[config.mk]
export PLATFORM = sky130hd
export DESIGN_NAME = frame_sched_top
export DESIGN_NICKNAME = d
export VERILOG_FILES = /design/src/rtl/fs_pkg.sv /design/src/rtl/fs_te_sync.sv /design/src/rtl/fs_cfg_regs.sv /design/src/rtl/fs_frame_fsm.sv /design/src/rtl/frame_sched_top.sv
export SDC_FILE = /design/constraint.sdc
export NUM_CORES = 1
export LEC_CHECK = 0
export ABC_AREA = 0
export CORE_UTILIZATION = 30
export DETAILED_ROUTE_END_ITERATION = 10
export PLACE_DENSITY = 0.55
export SYNTH_ARGS = -nofsm -noshare
export SYNTH_HDL_FRONTEND = slang
export SYNTH_SLANG_ARGS = --single-unit
[constraint.sdc]
create_clock -name clk -period 3.15 [get_ports clk]
set_input_delay 0.63 -clock clk [delete_from_list [all_inputs] [get_ports clk]]
set_output_delay 0.63 -clock clk [all_outputs]
set_load 0.02 [all_outputs]
[src/rtl/fs_pkg.sv]
package fs_pkg;
    localparam int DATA_W   = 32;
    localparam int CNT_W    = 16;
    localparam int EN_BIT   = 31;
    localparam int FLUSH_BIT = 0;
    localparam logic ADDR_CFG = 1'b0;
    localparam logic ADDR_CTL = 1'b1;
    localparam logic [DATA_W-1:0] CFG_MASK =
        (DATA_W'(1) << EN_BIT) | ((DATA_W'(1) << CNT_W) - DATA_W'(1));

    typedef enum logic {
        S_IDLE = 1'b0,
        S_BUSY = 1'b1
    } fs_state_e;

    typedef struct packed {
        logic             en;
        logic [CNT_W-1:0] cnt;
    } fs_cfg_t;
endpackage

[src/rtl/fs_te_sync.sv]
module fs_te_sync #(
    parameter int STAGES = 2
) (
    input  logic clk,
    input  logic rst,
    input  logic te_async,
    output logic te_rise
);
    logic [STAGES-1:0] sync_q;
    logic              prev_q;

    generate
        for (genvar i = 0; i < STAGES; i++) begin : g_stage
            if (i == 0) begin : g_first
                always_ff @(posedge clk) begin
                    if (rst) sync_q[0] <= 1'b0;
                    else     sync_q[0] <= te_async;
                end
            end else begin : g_next
                always_ff @(posedge clk) begin
                    if (rst) sync_q[i] <= 1'b0;
                    else     sync_q[i] <= sync_q[i-1];
                end
            end
        end
    endgenerate

    always_ff @(posedge clk) begin
        if (rst) prev_q <= 1'b0;
        else     prev_q <= sync_q[STAGES-1];
    end

    assign te_rise = sync_q[STAGES-1] & ~prev_q;

    // an edge is reported for a single cycle only
    a_r8_single_rise: assert property (@(posedge clk) disable iff (rst)
        te_rise |=> !te_rise);
endmodule

[src/rtl/fs_cfg_regs.sv]
module fs_cfg_regs
    import fs_pkg::*;
(
    input  logic              clk,
    input  logic              rst,
    input  logic              we,
    input  logic              addr,
    input  logic [DATA_W-1:0] wdata,
    input  logic              trigger,
    output logic [DATA_W-1:0] rdata,
    output fs_cfg_t           act_cfg,
    output logic              flush_pend
);
    logic [DATA_W-1:0] pend_q;
    fs_cfg_t           act_q;
    logic              flush_q;
    logic              flush_wr;

    assign flush_wr = we && (addr == ADDR_CTL) && wdata[FLUSH_BIT];

    always_ff @(posedge clk) begin
        if (rst) begin
            pend_q <= '0;
        end else if (we && addr == ADDR_CFG) begin
            pend_q <= wdata & CFG_MASK;
        end
    end

    always_ff @(posedge clk) begin
        if (rst) begin
            act_q   <= '0;
            flush_q <= 1'b0;
        end else begin
            if (trigger && flush_q) begin
                act_q.en  <= pend_q[EN_BIT];
                act_q.cnt <= pend_q[CNT_W-1:0];
            end
            if (flush_wr)                flush_q <= 1'b1;
            else if (trigger && flush_q) flush_q <= 1'b0;
        end
    end

    always_comb begin
        unique case (addr)
            ADDR_CFG: rdata = pend_q;
            ADDR_CTL: rdata = DATA_W'(flush_q) << FLUSH_BIT;
            default:  rdata = '0;
        endcase
    end

    assign act_cfg    = act_q;
    assign flush_pend = flush_q;

    // the active copy changes only at a trigger
    a_r3_active_hold: assert property (@(posedge clk) disable iff (rst)
        !trigger |=> $stable(act_q));
    // a pending flush is consumed by the trigger
    a_r2_flush_consumed: assert property (@(posedge clk) disable iff (rst)
        (trigger && flush_q && !flush_wr) |=> !flush_q);
    // without a trigger the flag cannot drop
    a_r2_flush_sticky: assert property (@(posedge clk) disable iff (rst)
        (flush_q && !trigger) |=> flush_q);
endmodule

[src/rtl/fs_frame_fsm.sv]
module fs_frame_fsm
    import fs_pkg::*;
#(
    parameter int FRAME_CYCLES = 16
) (
    input  logic    clk,
    input  logic    rst,
    input  logic    start,
    input  logic    te_rise,
    input  fs_cfg_t act_cfg,
    output logic    trigger,
    output logic    busy,
    output logic    done
);
    localparam int BC_W = (FRAME_CYCLES > 1) ? $clog2(FRAME_CYCLES) : 1;
    localparam logic [BC_W-1:0] BC_LAST = BC_W'(FRAME_CYCLES - 1);

    fs_state_e        state_q, state_d;
    logic [BC_W-1:0]  bcnt_q;
    logic [CNT_W-1:0] te_cnt_q;
    logic [CNT_W-1:0] eff_cnt;
    logic             te_hit;
    logic             frame_end;
    logic             done_q;

    assign eff_cnt   = (act_cfg.cnt == '0) ? CNT_W'(1) : act_cfg.cnt;
    assign te_hit    = act_cfg.en && te_rise &&
                       ({1'b0, te_cnt_q} + (CNT_W+1)'(1) >= {1'b0, eff_cnt});
    assign frame_end = (state_q == S_BUSY) && (bcnt_q == BC_LAST);

    // next-state logic: IDLE->BUSY on trigger, BUSY->IDLE at end of window
    always_comb begin
        state_d = state_q;
        trigger = 1'b0;
        unique case (state_q)
            S_IDLE: begin
                if (start || te_hit) begin
                    trigger = 1'b1;
                    state_d = S_BUSY;
                end
            end
            S_BUSY: begin
                if (bcnt_q == BC_LAST) state_d = S_IDLE;
            end
            default: state_d = S_IDLE;
        endcase
    end

    // state register
    always_ff @(posedge clk) begin
        if (rst) state_q <= S_IDLE;
        else     state_q <= state_d;
    end

    // busy window counter
    always_ff @(posedge clk) begin
        if (rst || state_q == S_IDLE) bcnt_q <= '0;
        else if (!frame_end)          bcnt_q <= bcnt_q + BC_W'(1);
    end

    // TE counter: counts only while idle and enabled
    always_ff @(posedge clk) begin
        if (rst || trigger || !act_cfg.en)          te_cnt_q <= '0;
        else if (state_q == S_IDLE && te_rise)       te_cnt_q <= te_cnt_q + CNT_W'(1);
    end

    // outputs
    always_ff @(posedge clk) begin
        if (rst) done_q <= 1'b0;
        else     done_q <= frame_end;
    end

    assign busy = (state_q == S_BUSY);
    assign done = done_q;

    // completion pulse coincides with busy falling
    a_r5_done_on_fall: assert property (@(posedge clk) disable iff (rst)
        done |-> ($past(busy) && !busy));
    // pulse lasts one cycle
    a_r5_done_single: assert property (@(posedge clk) disable iff (rst)
        done |=> !done);
    // a trigger always opens a busy window
    a_r4_trigger_busy: assert property (@(posedge clk) disable iff (rst)
        trigger |=> busy);
    // no trigger while a frame is in flight
    a_r7_no_retrigger: assert property (@(posedge clk) disable iff (rst)
        busy |-> !trigger);
endmodule

[src/rtl/frame_sched_top.sv]
module frame_sched_top
    import fs_pkg::*;
#(
    parameter int FRAME_CYCLES = 16,
    parameter int SYNC_STAGES  = 2
) (
    input  logic        clk,
    input  logic        rst,
    input  logic        reg_we,
    input  logic        reg_addr,
    input  logic [31:0] reg_wdata,
    output logic [31:0] reg_rdata,
    input  logic        te_in,
    input  logic        start_in,
    output logic        frame_busy,
    output logic        done_irq
);
    logic    te_rise;
    logic    trigger;
    logic    flush_pend;
    fs_cfg_t act_cfg;

    fs_te_sync #(.STAGES(SYNC_STAGES)) u_sync (
        .clk      (clk),
        .rst      (rst),
        .te_async (te_in),
        .te_rise  (te_rise)
    );

    fs_cfg_regs u_cfg (
        .clk        (clk),
        .rst        (rst),
        .we         (reg_we),
        .addr       (reg_addr),
        .wdata      (reg_wdata),
        .trigger    (trigger),
        .rdata      (reg_rdata),
        .act_cfg    (act_cfg),
        .flush_pend (flush_pend)
    );

    fs_frame_fsm #(.FRAME_CYCLES(FRAME_CYCLES)) u_fsm (
        .clk     (clk),
        .rst     (rst),
        .start   (start_in),
        .te_rise (te_rise),
        .act_cfg (act_cfg),
        .trigger (trigger),
        .busy    (frame_busy),
        .done    (done_irq)
    );

    // with refresh inactive, only a start can open a frame
    a_r3_no_te_frame_cold: assert property (@(posedge clk) disable iff (rst)
        (!act_cfg.en && !start_in && !frame_busy) |=> !frame_busy);
    // a trigger with a flush pending makes the flag visible as clear
    a_r2_flag_port: assert property (@(posedge clk) disable iff (rst)
        (trigger && flush_pend && !reg_we) |=> !flush_pend);
endmodule

==> flow_summary_export.csv, run 1 <==
group,metric,value,unit
status,status,"finished clean",
pwr,p_total,1620,uW
detailed_routing,first_iter_violations,53,
logic_synthesis,muxShareOfSynthArea,5.873,%
logic_synthesis,synth_compound_area_share,6.789,%
cells_and_area,drive_above_1_share,14.41,%
pwr,combPwrFrac,9.0,%
clock_tree,cts_tree,"yes",
global_route,grt_start_max_net_pins,52,
setup_path,worst_setup_path_start_kind,"flop",
logic_synthesis,synth-simple-area-share,27.61,%
pwr,intPower,1231,uW
global_route,use_met3,3.404,%
placed_design,gp_congestion,0.8143,
floorplanning,die_x,106.6,um
floorplanning,die_area,11360,um2
timing,setup_viol,0,
placed_design,post-dp-hpwl,4783,um
clock_tree,cts_root_buf,"clkbuf_8",
detailed_routing,vias_per_cell,4.374,
floorplanning,rows,37,
global_route,grt_pass1_wl,11220,um
logic_synthesis,syn_inst,396,
logic_synthesis,synth_fa_ha_area_share,6.865,%
logic_synthesis,yosys.cell_types.count,36,
pwr,p_sw,388.8,uW
logic_synthesis,yosysWarnings,0,
clock_tree,clk_latency,0.34,ns
detailed_routing,first_pass_iters,4,
logic_synthesis,synth.area.top_cells,"dfxtp_1, ha_1, nand2b_1, nand2_1, mux2i_1",
detailed_routing,drc,0,
detailed_routing,wl_per_cell,11.21,um
detailed_routing,routed_wirelength,6738,um
hold_path,hold_class,"flop to flop",
setup_path,critPathCaptureType,"flop",
cells_and_area,num_antenna_cells,0,
global_route,grt_use_met1,16.28,%
global_route,grt_pass1_vias,2439,
floorplanning,num_io_pins,72,
cells_and_area,n_fill_cell,1102,
logic_synthesis,synth.largest_area_cell,"dfxtp_1",
floorplanning,initial_utilization,31.36,%
logic_synthesis,synth-xor-area-share,8.009,%
logic_synthesis,synth_top_area_share,36.61,%
logic_synthesis,synth_top_family_by_area,"simple AND/OR/NAND/NOR gates",
detailed_routing,ant_nets,0,
cells_and_area,design_area,4239,um2
pwr,p_clk_share,42.6,%
detailed_routing,vias,2629,
timing,max_freq,324.5,MHz
global_route,track_usage,12.50,%
setup_path,worstPathArrival,3.34,ns
clock_tree,clock_sinks,60,
clock_tree,clock_path_buffers,2,
placed_design,placed_cell_area,3934,um2
timing,finClkSkew,0.008479,ns
timing,period_needed,3.081,ns
pwr,leakage,0.001569,uW
clock_tree,numCtsBuffers,9,
global_route,antenna_found_initial,0,
logic_synthesis,syn-cell-area,3281,um2
logic_synthesis,ys_seq_area_share,36.61,%
logic_synthesis,syn_area_per_cell,8.284,um2
pwr,seq_power_share,48.5,%
logic_synthesis,ys_ff_latch,60,
global_route,use_met2,19.82,%
setup_path,required,3.41,ns
timing,worst_pin_slew,0.6278,ns
floorplanning,coreArea,10460,um2
pwr,switching_share,24.01,%
placed_design,port-buffer-count,41,
timing,finalHoldViolCount,0,
timing,fin_crit_sh,97.82,%
timing,rsz0062_at_grt,"true",
setup_path,cp_max_fo,8,
cells_and_area,area_growth,29.21,%
cells_and_area,final_common_cell,"dfxtp_1",
clock_tree,hold_buffers,0,
cells_and_area,final_nets,516,
floorplanning,die_h,106.6,um
timing,relSlewSlack,58.15,%
setup_path,crit_type,"flop to flop",
placed_design,dp_cells,580,
cells_and_area,most-common-layout-cells,"dfxtp_1, nand2_1, clkdlybuf4s50_1",
flow_run,drv_cap,0,
cells_and_area,fin_util,40.52,%
pwr,vdd_drop_max,235.9,uV
timing,drv_slew,0,
pwr,power_density,382.1,nW/um2
global_route,gr-max-usage-layer,"met2",
cells_and_area,instances_no_fill,601,
clock_tree,htree_levels,3,
timing,whs,0.4371,ns
global_route,grt_overflow_total,0,
clock_tree,clkTransAtPathRegs,0.07,ns
[synth_stat cells]
| library cell | instances |
|---|---|
| a2111oi_0 | 1 |
| a211oi_1 | 1 |
| a21o_1 | 1 |
| a21oi_1 | 26 |
| a31oi_1 | 2 |
| a41o_1 | 1 |
| and3_1 | 2 |
| and4_1 | 2 |
| buf_12 | 1 |
| buf_2 | 2 |
| buf_4 | 15 |
| buf_6 | 1 |
| clkbuf_1 | 14 |
| conb_1 | 1 |
| dfxtp_1 | 60 |
| ha_1 | 18 |
| inv_1 | 16 |
| mux2_2 | 2 |
| mux2i_1 | 17 |
| nand2_1 | 53 |
| nand2b_1 | 35 |
| nand3_1 | 13 |
| nand4_1 | 5 |
| nor2_1 | 33 |
| nor2b_1 | 26 |
| nor3_1 | 4 |
| nor3b_1 | 1 |
| nor3b_2 | 1 |
| nor4_1 | 3 |
| o2111a_2 | 1 |
| o21ai_0 | 5 |
| o21ai_2 | 1 |
| or3b_2 | 1 |
| or4_1 | 1 |
| xnor2_1 | 18 |
| xor2_1 | 12 |
[area by class of cell]
| cell class | instances | area [um2] | share of cell area, % |
|---|---|---|---|
| inverter | 16 | 60.06 | 1.417 |
| clock buffer | 12 | 145.1 | 3.424 |
| tap | 136 | 170.2 | 4.014 |
| timing repair buffer | 72 | 663.1 | 15.64 |
| sequential | 60 | 1205 | 28.42 |
| multi-input combinational | 301 | 1947 | 45.93 |
| clock inverter | 4 | 48.80 | 1.151 |
[state kept, by name, indices dropped and copies added, names as in the netlist]
register and count:
u_cfg.act_cfg 17, u_cfg.pend_q 17, u_fsm.te_cnt_q 16, u_fsm.bcnt_q 4, u_sync.sync_q 2, u_cfg.flush_pend 1
u_fsm.busy 1, u_fsm.done 1, u_sync.prev_q 1
[critical path, stage by stage, from the launching register on]
cell	delay [ns]
dfxtp_2	0.36
and3_4	0.19
nand3_4	0.09
nor2_4	0.15
and4_4	0.24
xor2_2	0.07
ha_1	0.30
nand4_1	0.11
or4_4	0.49
o2111a_2	0.31
nor3b_4	0.29
buf_6	0.21
mux2i_1	0.19
[cell families after synthesis]
family	after synthesis
DFF	60
and+or+nand+nor	180
AOI/OAI and AO/OA	39
buffers and inverters	49
adders and majority gates	18
other	1
muxes	19
xor gates and xnor gates	30
[path summary, 6_finish.rpt]
kind / from / endpoint / slack (ns) / depth (start not counted)
max: u_fsm.te_cnt_q[0] / u_cfg.act_cfg[0] / 0.07 / 12
min: u_sync.sync_q[0] / u_sync.sync_q[1] / 0.44 / 1
max reg2reg: u_fsm.te_cnt_q[0] / u_cfg.act_cfg[0] / 0.07 / 12
min reg2reg: u_sync.sync_q[0] / u_sync.sync_q[1] / 0.44 / 1
[power groups by stage]
stage	Clock [uW]	Combinational [uW]	Sequential, uW
2_1_floorplan	0	101	800
6_report	689	145	785
3_3_place_gp	0	143	802
4_1_cts	713	146	785
5_1_grt	745	160	787
3_5_place_dp	0	143	802
[routing by layer]
metal	vias to the layer above	wire length (um)
met5	-	0
met4	0	78
met3	5	228
met2	60	3123
met1	1171	3307
li1	1393	-
[through the flow]
| stage | setup slack [ns] | TNS [ns] |
|---|---|---|
| detailed placement | -0.1662 | -2.615 |
| finish | 0.06862 | 0 |
| CTS | -0.007745 | -0.007745 |
| global placement | -0.08439 | -1.281 |
| floorplan | 0.01160 | 0 |
| global route | -0.09566 | -0.9519 |
[what timing repair did]
item | 4_1_cts | 5_1_grt
cloned | 1 | 0
setup endpoints to repair | 18 | 18
pin swaps | 10 | 9
setup buffers | 4 | 1
gates resized for setup | 15 | 4
No activity file was read; power rests on OpenSTA's default activity.
==> run 2: changes to the inputs <==
--- a/config.mk
+++ b/config.mk
@@ -8,7 +8,7 @@
 export ABC_AREA = 0
 export CORE_UTILIZATION = 30
 export DETAILED_ROUTE_END_ITERATION = 10
-export PLACE_DENSITY = 0.55
+export PLACE_DENSITY = 0.53
 export SYNTH_ARGS = -nofsm -noshare
 export SYNTH_HDL_FRONTEND = slang
 export SYNTH_SLANG_ARGS = --single-unit
==> flow_summary_export.csv, run 2 (synthesis gave the netlist of run 1 again) <==
group,metric,value,unit
setup_path,worst_setup_path_start_kind,"flop",
hold_path,hold_depth,1,
cells_and_area,drive_above_1_share,14.44,%
timing,max_freq,326.3,MHz
global_route,grt_pass1_vias,2505,
clock_tree,clk_latency,0.34,ns
timing,period_needed,3.064,ns
clock_tree,clock_path_buffers,2,
cells_and_area,area_growth,30.51,%
cells_and_area,final_nets,515,
setup_path,rrSetupSlack,0.09,ns
cells_and_area,n_fill_cell,1110,
timing,finalHoldViolCount,0,
setup_path,r2r-start,"u_fsm.te_cnt_q[1]",
detailed_routing,first_iter_violations,44,
placed_design,port-buffer-count,41,
global_route,antenna_found_initial,0,
placed_design,gp_congestion,0.8164,
cells_and_area,most-common-layout-cells,"dfxtp_1, nand2_1, clkdlybuf4s50_1",
global_route,grt_start_max_net_pins,52,
floorplanning,die_area,11360,um2
pwr,vdd_drop_max,234.1,uV
floorplanning,die_x,106.6,um
detailed_routing,routed_wirelength,6813,um
setup_path,crit_path_end,"u_cfg.act_cfg[7]",
floorplanning,num_io_pins,72,
detailed_routing,vias,2598,
placed_design,post-dp-hpwl,4817,um
pwr,power_density,402.7,nW/um2
clock_tree,clock_sinks,60,
setup_path,critPathCaptureType,"flop",
global_route,track_usage,12.91,%
flow_run,drv_cap,0,
clock_tree,cts_root_buf,"clkbuf_8",
detailed_routing,ant_nets,0,
cells_and_area,multiInputGateArea,1961,um2
setup_path,cp_max_fo,8,
floorplanning,initial_utilization,31.36,%
clock_tree,clkTransAtPathRegs,0.07,ns
timing,drv_slew,0,
status,status,"finished clean",
setup_path,required,3.42,ns
global_route,grt_pass1_wl,11680,um
timing,finClkSkew,0.009838,ns
timing,relSlewSlack,59.16,%
detailed_routing,wl_per_cell,11.36,um
pwr,leakage,0.001582,uW
setup_path,r2r_end,"u_cfg.act_cfg[7]",
floorplanning,die_h,106.6,um
setup_path,crit_start,"u_fsm.te_cnt_q[1]",
hold_path,hold_class,"flop to flop",
floorplanning,coreArea,10460,um2
cells_and_area,num_antenna_cells,0,
setup_path,r2r_cells,13,
detailed_routing,first_pass_iters,4,
timing,setup_tns,0,ns
floorplanning,rows,37,
timing,setup_viol,0,
placed_design,dp_cells,581,
cells_and_area,final_common_cell,"dfxtp_1",
clock_tree,numCtsBuffers,9,
clock_tree,htree_levels,3,
setup_path,crit_type,"flop to flop",
timing,worst_pin_slew,0.6126,ns
clock_tree,cts_tree,"yes",
cells_and_area,instances_no_fill,600,
timing,rsz0062_at_grt,"true",
detailed_routing,drc,0,
timing,fin_crit_sh,97.28,%
global_route,grt_overflow_total,0,
setup_path,worstPathArrival,3.33,ns
detailed_routing,vias_per_cell,4.330,
cells_and_area,regArea,1210,um2
run 2: cell count changes in the layout (fill, tap and decap cells not counted), sizes merged:
| cell | previous run | this run |
|---|---|---|
| clkinvlp | 0 | 2 |
| clkbuf | 12 | 11 |
| buf | 31 | 30 |
| bufinv | 1 | 2 |
| clkinv | 3 | 0 |
| inv | 16 | 17 |
run 2: worst min path at each step:
| stage | to | start |
|---|---|---|
| after floorplan | u_sync.sync_q[1] | u_sync.sync_q[0] |
| after global placement | u_sync.sync_q[1] | u_sync.sync_q[0] |
| after detailed placement | u_sync.sync_q[1] | u_sync.sync_q[0] |
| after CTS | u_sync.sync_q[1] | u_sync.sync_q[0] |
| after global routing | u_sync.sync_q[1] | u_sync.sync_q[0] |
| final | u_sync.sync_q[1] | u_sync.sync_q[0] |
run 2: stage by stage:
stage	worst slack (ns)	power (uW)	hold WS (ns)	utilization, %	area, um2
global route	-0.1100	1791	0.4582	40.92	4282
detailed placement	-0.1986	946.1	0.4296	37.67	3941
finish	0.08553	1724	0.4434	40.92	4282
CTS	0.01016	1748	0.4479	40.80	4269
global placement	-0.08399	944.8	0.4212	37.67	3941
floorplan	0.01160	901.8	0.4138	-	3352
run 2: cell type report:
type	count	area share, %
Clock buffer	11	3.302
Multi-Input combinational cell	301	45.79
Clock inverter	5	1.958
Inverter	16	1.403
Sequential cell	60	28.26
Timing Repair Buffer	71	15.31
Tap cell	136	3.974
run 2: worst max-delay path, stage by stage (launching register included):
cell	delay (ns)
dfxtp_4	0.37
and3_4	0.19
nand3_4	0.09
nor2_4	0.11
buf_4	0.13
nand2_1	0.06
xnor2_1	0.13
ha_1	0.29
nand4_1	0.12
or4_1	0.51
o2111a_2	0.30
nor3b_4	0.29
buf_6	0.21
mux2i_1	0.19
run 2: where the power goes:
part           leakage, uW  switching, uW  total, uW  internal, uW
combinational     0.000987           74.1        145          71.0
sequential        0.000488           11.6        783           772
clock             0.000106            326        796           470
total              0.00158            411       1720          1310
run 2: what timing repair did:
item,CTS,global route
endpoints found under the setup margin,17,33
pin swaps,13,3
gates resized for setup,18,4
gates cloned,1,0
endpoints found under the hold margin,0,0
hold buffers,0,0
setup buffers,3,0
run 2: per-layer routing:
layer | GRT usage, % | part of all wire (%)
met1 | 16.52 | 50
met2 | 20.60 | 45
met3 | 2.675 | 2.8
met4 | 6.262 | 2.1
met5 | 0 | 0
==> run 3: changes to the inputs <==
--- a/config.mk
+++ b/config.mk
@@ -6,9 +6,10 @@
 export NUM_CORES = 1
 export LEC_CHECK = 0
 export ABC_AREA = 0
-export CORE_UTILIZATION = 30
+export CAP_MARGIN = 20
+export CORE_UTILIZATION = 46
 export DETAILED_ROUTE_END_ITERATION = 10
-export PLACE_DENSITY = 0.53
+export PLACE_DENSITY = 0.89
 export SYNTH_ARGS = -nofsm -noshare
 export SYNTH_HDL_FRONTEND = slang
 export SYNTH_SLANG_ARGS = --single-unit
==> flow_summary_export.csv, run 3 (synthesis gave the netlist of run 1 again) <==
group,metric,value,unit
detailed_routing,first_pass_iters,4,
setup_path,required,3.42,ns
cells_and_area,drive_above_1_share,16.06,%
hold_path,hold_end,"u_sync.sync_q[1]",
floorplanning,coreArea,6832,um2
pwr,combPwrFrac,8.8,%
floorplanning,die_x,86.45,um
hold_path,hold_depth,1,
global_route,grt_overflow_total,0,
clock_tree,clock_sinks,60,
clock_tree,cts_tree,"yes",
status,violations,"negative setup slack",
floorplanning,num_io_pins,72,
timing,worst_pin_slew,0.6197,ns
flow_run,drv_cap,0,
clock_tree,clock_path_buffers,2,
hold_path,min_from,"u_sync.sync_q[0]",
cells_and_area,num_antenna_cells,0,
global_route,track_usage,21.95,%
setup_path,r2r_cells,12,
placed_design,gp_congestion,0.7692,
detailed_routing,ant_nets,0,
detailed_routing,routed_wirelength,7941,um
clock_tree,clkTransAtPathRegs,0.07,ns
placed_design,dp_cells,536,
floorplanning,initial_utilization,48.02,%
clock_tree,htree_levels,3,
cells_and_area,final_nets,518,
timing,finalHoldViolCount,0,
setup_path,rrSetupSlack,-0.09,ns
detailed_routing,first_iter_violations,171,
timing,relSlewSlack,58.37,%
global_route,grt_pass1_vias,2851,
timing,finClkSkew,0.006889,ns
global_route,grt_pass1_wl,12700,um
global_route,grt_start_max_net_pins,52,
floorplanning,die_area,7474,um2
timing,drv_slew,0,
setup_path,critPathCaptureType,"flop",
pwr,vdd_drop_max,310.8,uV
detailed_routing,vias,2880,
setup_path,r2r-start,"u_fsm.te_cnt_q[7]",
status,status,"finished, violations left",
clock_tree,cts_root_buf,"clkbuf_8",
cells_and_area,final_common_cell,"dfxtp_1",
placed_design,pre_cts_ws,-0.1540,ns
setup_path,cp_max_fo,8,
pwr,seq_power_share,45.5,%
setup_path,worst_setup_path_start_kind,"flop",
timing,setup_tns,-0.5576,ns
clock_tree,numCtsBuffers,9,
global_route,antenna_found_initial,0,
cells_and_area,most-common-layout-cells,"dfxtp_1, nand2_1, clkdlybuf4s50_1",
timing,worst_slack,-0.08638,ns
detailed_routing,drc,0,
floorplanning,rows,30,
cells_and_area,area_growth,31.16,%
pwr,intPower,1312,uW
setup_path,r2r_end,"u_cfg.act_cfg[15]",
timing,setup_viol,17,
detailed_routing,vias_per_cell,5.115,
pwr,p_clk_share,45.7,%
placed_design,port-buffer-count,41,
floorplanning,die_h,86.45,um
hold_path,hold_class,"flop to flop",
timing,max_freq,309.0,MHz
setup_path,worstPathArrival,3.51,ns
timing,period_needed,3.236,ns
clock_tree,clk_latency,0.34,ns
placed_design,post-dp-hpwl,4985,um
pwr,switching_share,24.01,%
timing,rsz0062_at_grt,"true",
pwr,leakage,0.001623,uW
detailed_routing,wl_per_cell,14.10,um
cells_and_area,instances_no_fill,563,
setup_path,crit_type,"flop to flop",
pwr,p_sw,414.6,uW
timing,fin_crit_sh,102.7,%
clock_tree,hold_buffers,0,
pwr,power_density,401.4,nW/um2
[run 3: cell types whose count changed in the layout (fill, tap and decap cells not counted), moves of 2 or more]
cell     delta
and4_1      +2
xnor2_2     +2
buf_4       +2
xnor2_1     -2
and4_4      -2
[run 3: what timing repair did]
| item | in CTS | in global routing |
|---|---|---|
| endpoints found under the setup margin | 17 | 35 |
| gates resized for setup | 8 | 16 |
| buffers inserted | 7 | 3 |
| gates cloned | 1 | 0 |
| pin swaps | 10 | 9 |
[run 3: power by group through the flow]
stage / Sequential (uW) / Clock (uW) / Combinational (uW)
floorplan: 800 / 0 / 101
global placement: 802 / 0 / 140
detailed placement: 802 / 0 / 143
CTS: 786 / 786 / 149
global route: 787 / 830 / 165
finish: 785 / 790 / 152
[run 3: critical path: stages, from the launching register on]
cell	delay (ns)
dfxtp_1	0.45
and4_1	0.30
nand2_4	0.08
nor2_1	0.13
xor2_1	0.25
ha_1	0.20
nand4_1	0.14
or4_4	0.54
o2111a_2	0.32
nor3b_4	0.22
buf_6	0.16
buf_16	0.14
mux2i_4	0.23
[run 3: layout make-up]
| class | count | area [um2] |
|---|---|---|
| fill | 496 | 2529 |
| multi-input combinational | 301 | 1983 |
| sequential | 60 | 1207 |
| timing repair buffer | 74 | 706.9 |
| clock buffer | 10 | 137.6 |
| tap | 96 | 120.1 |
| clock inverter | 6 | 87.58 |
| inverter | 16 | 60.06 |
[run 3: worst max path at each step]
stage	from	to	cells after the start
after floorplan	u_fsm.te_cnt_q[1]	u_cfg.act_cfg[16]	13
after global routing	u_fsm.te_cnt_q[7]	u_cfg.act_cfg[15]	13
after global placement	u_fsm.te_cnt_q[1]	u_cfg.act_cfg[16]	11
after detailed placement	u_fsm.te_cnt_q[1]	u_cfg.act_cfg[6]	12
final	u_fsm.te_cnt_q[7]	u_cfg.act_cfg[15]	12
after CTS	u_fsm.te_cnt_q[1]	u_cfg.act_cfg[6]	13
[run 3: per-layer routing]
metal	track usage [%]	part of all wire, %	vias up
met5	0	0	-
met4	13.94	4.1	0
met3	5.429	5.2	30
met2	39.03	51	96
met1	23.20	40	1354
li1	-	-	1400
[run 3: through the flow]
| stage | power (uW) | instance area (um2) | util [%] | hold slack, ns |
|---|---|---|---|---|
| floorplan | 901.8 | 3352 | - | 0.4138 |
| global placement | 941.6 | 3866 | 56.59 | 0.4171 |
| detailed placement | 945.6 | 3866 | 56.59 | 0.4582 |
| CTS | 1721 | 4203 | 61.52 | 0.4696 |
| global route | 1783 | 4303 | 62.99 | 0.4719 |
| finish | 1727 | 4303 | 62.99 | 0.4632 |
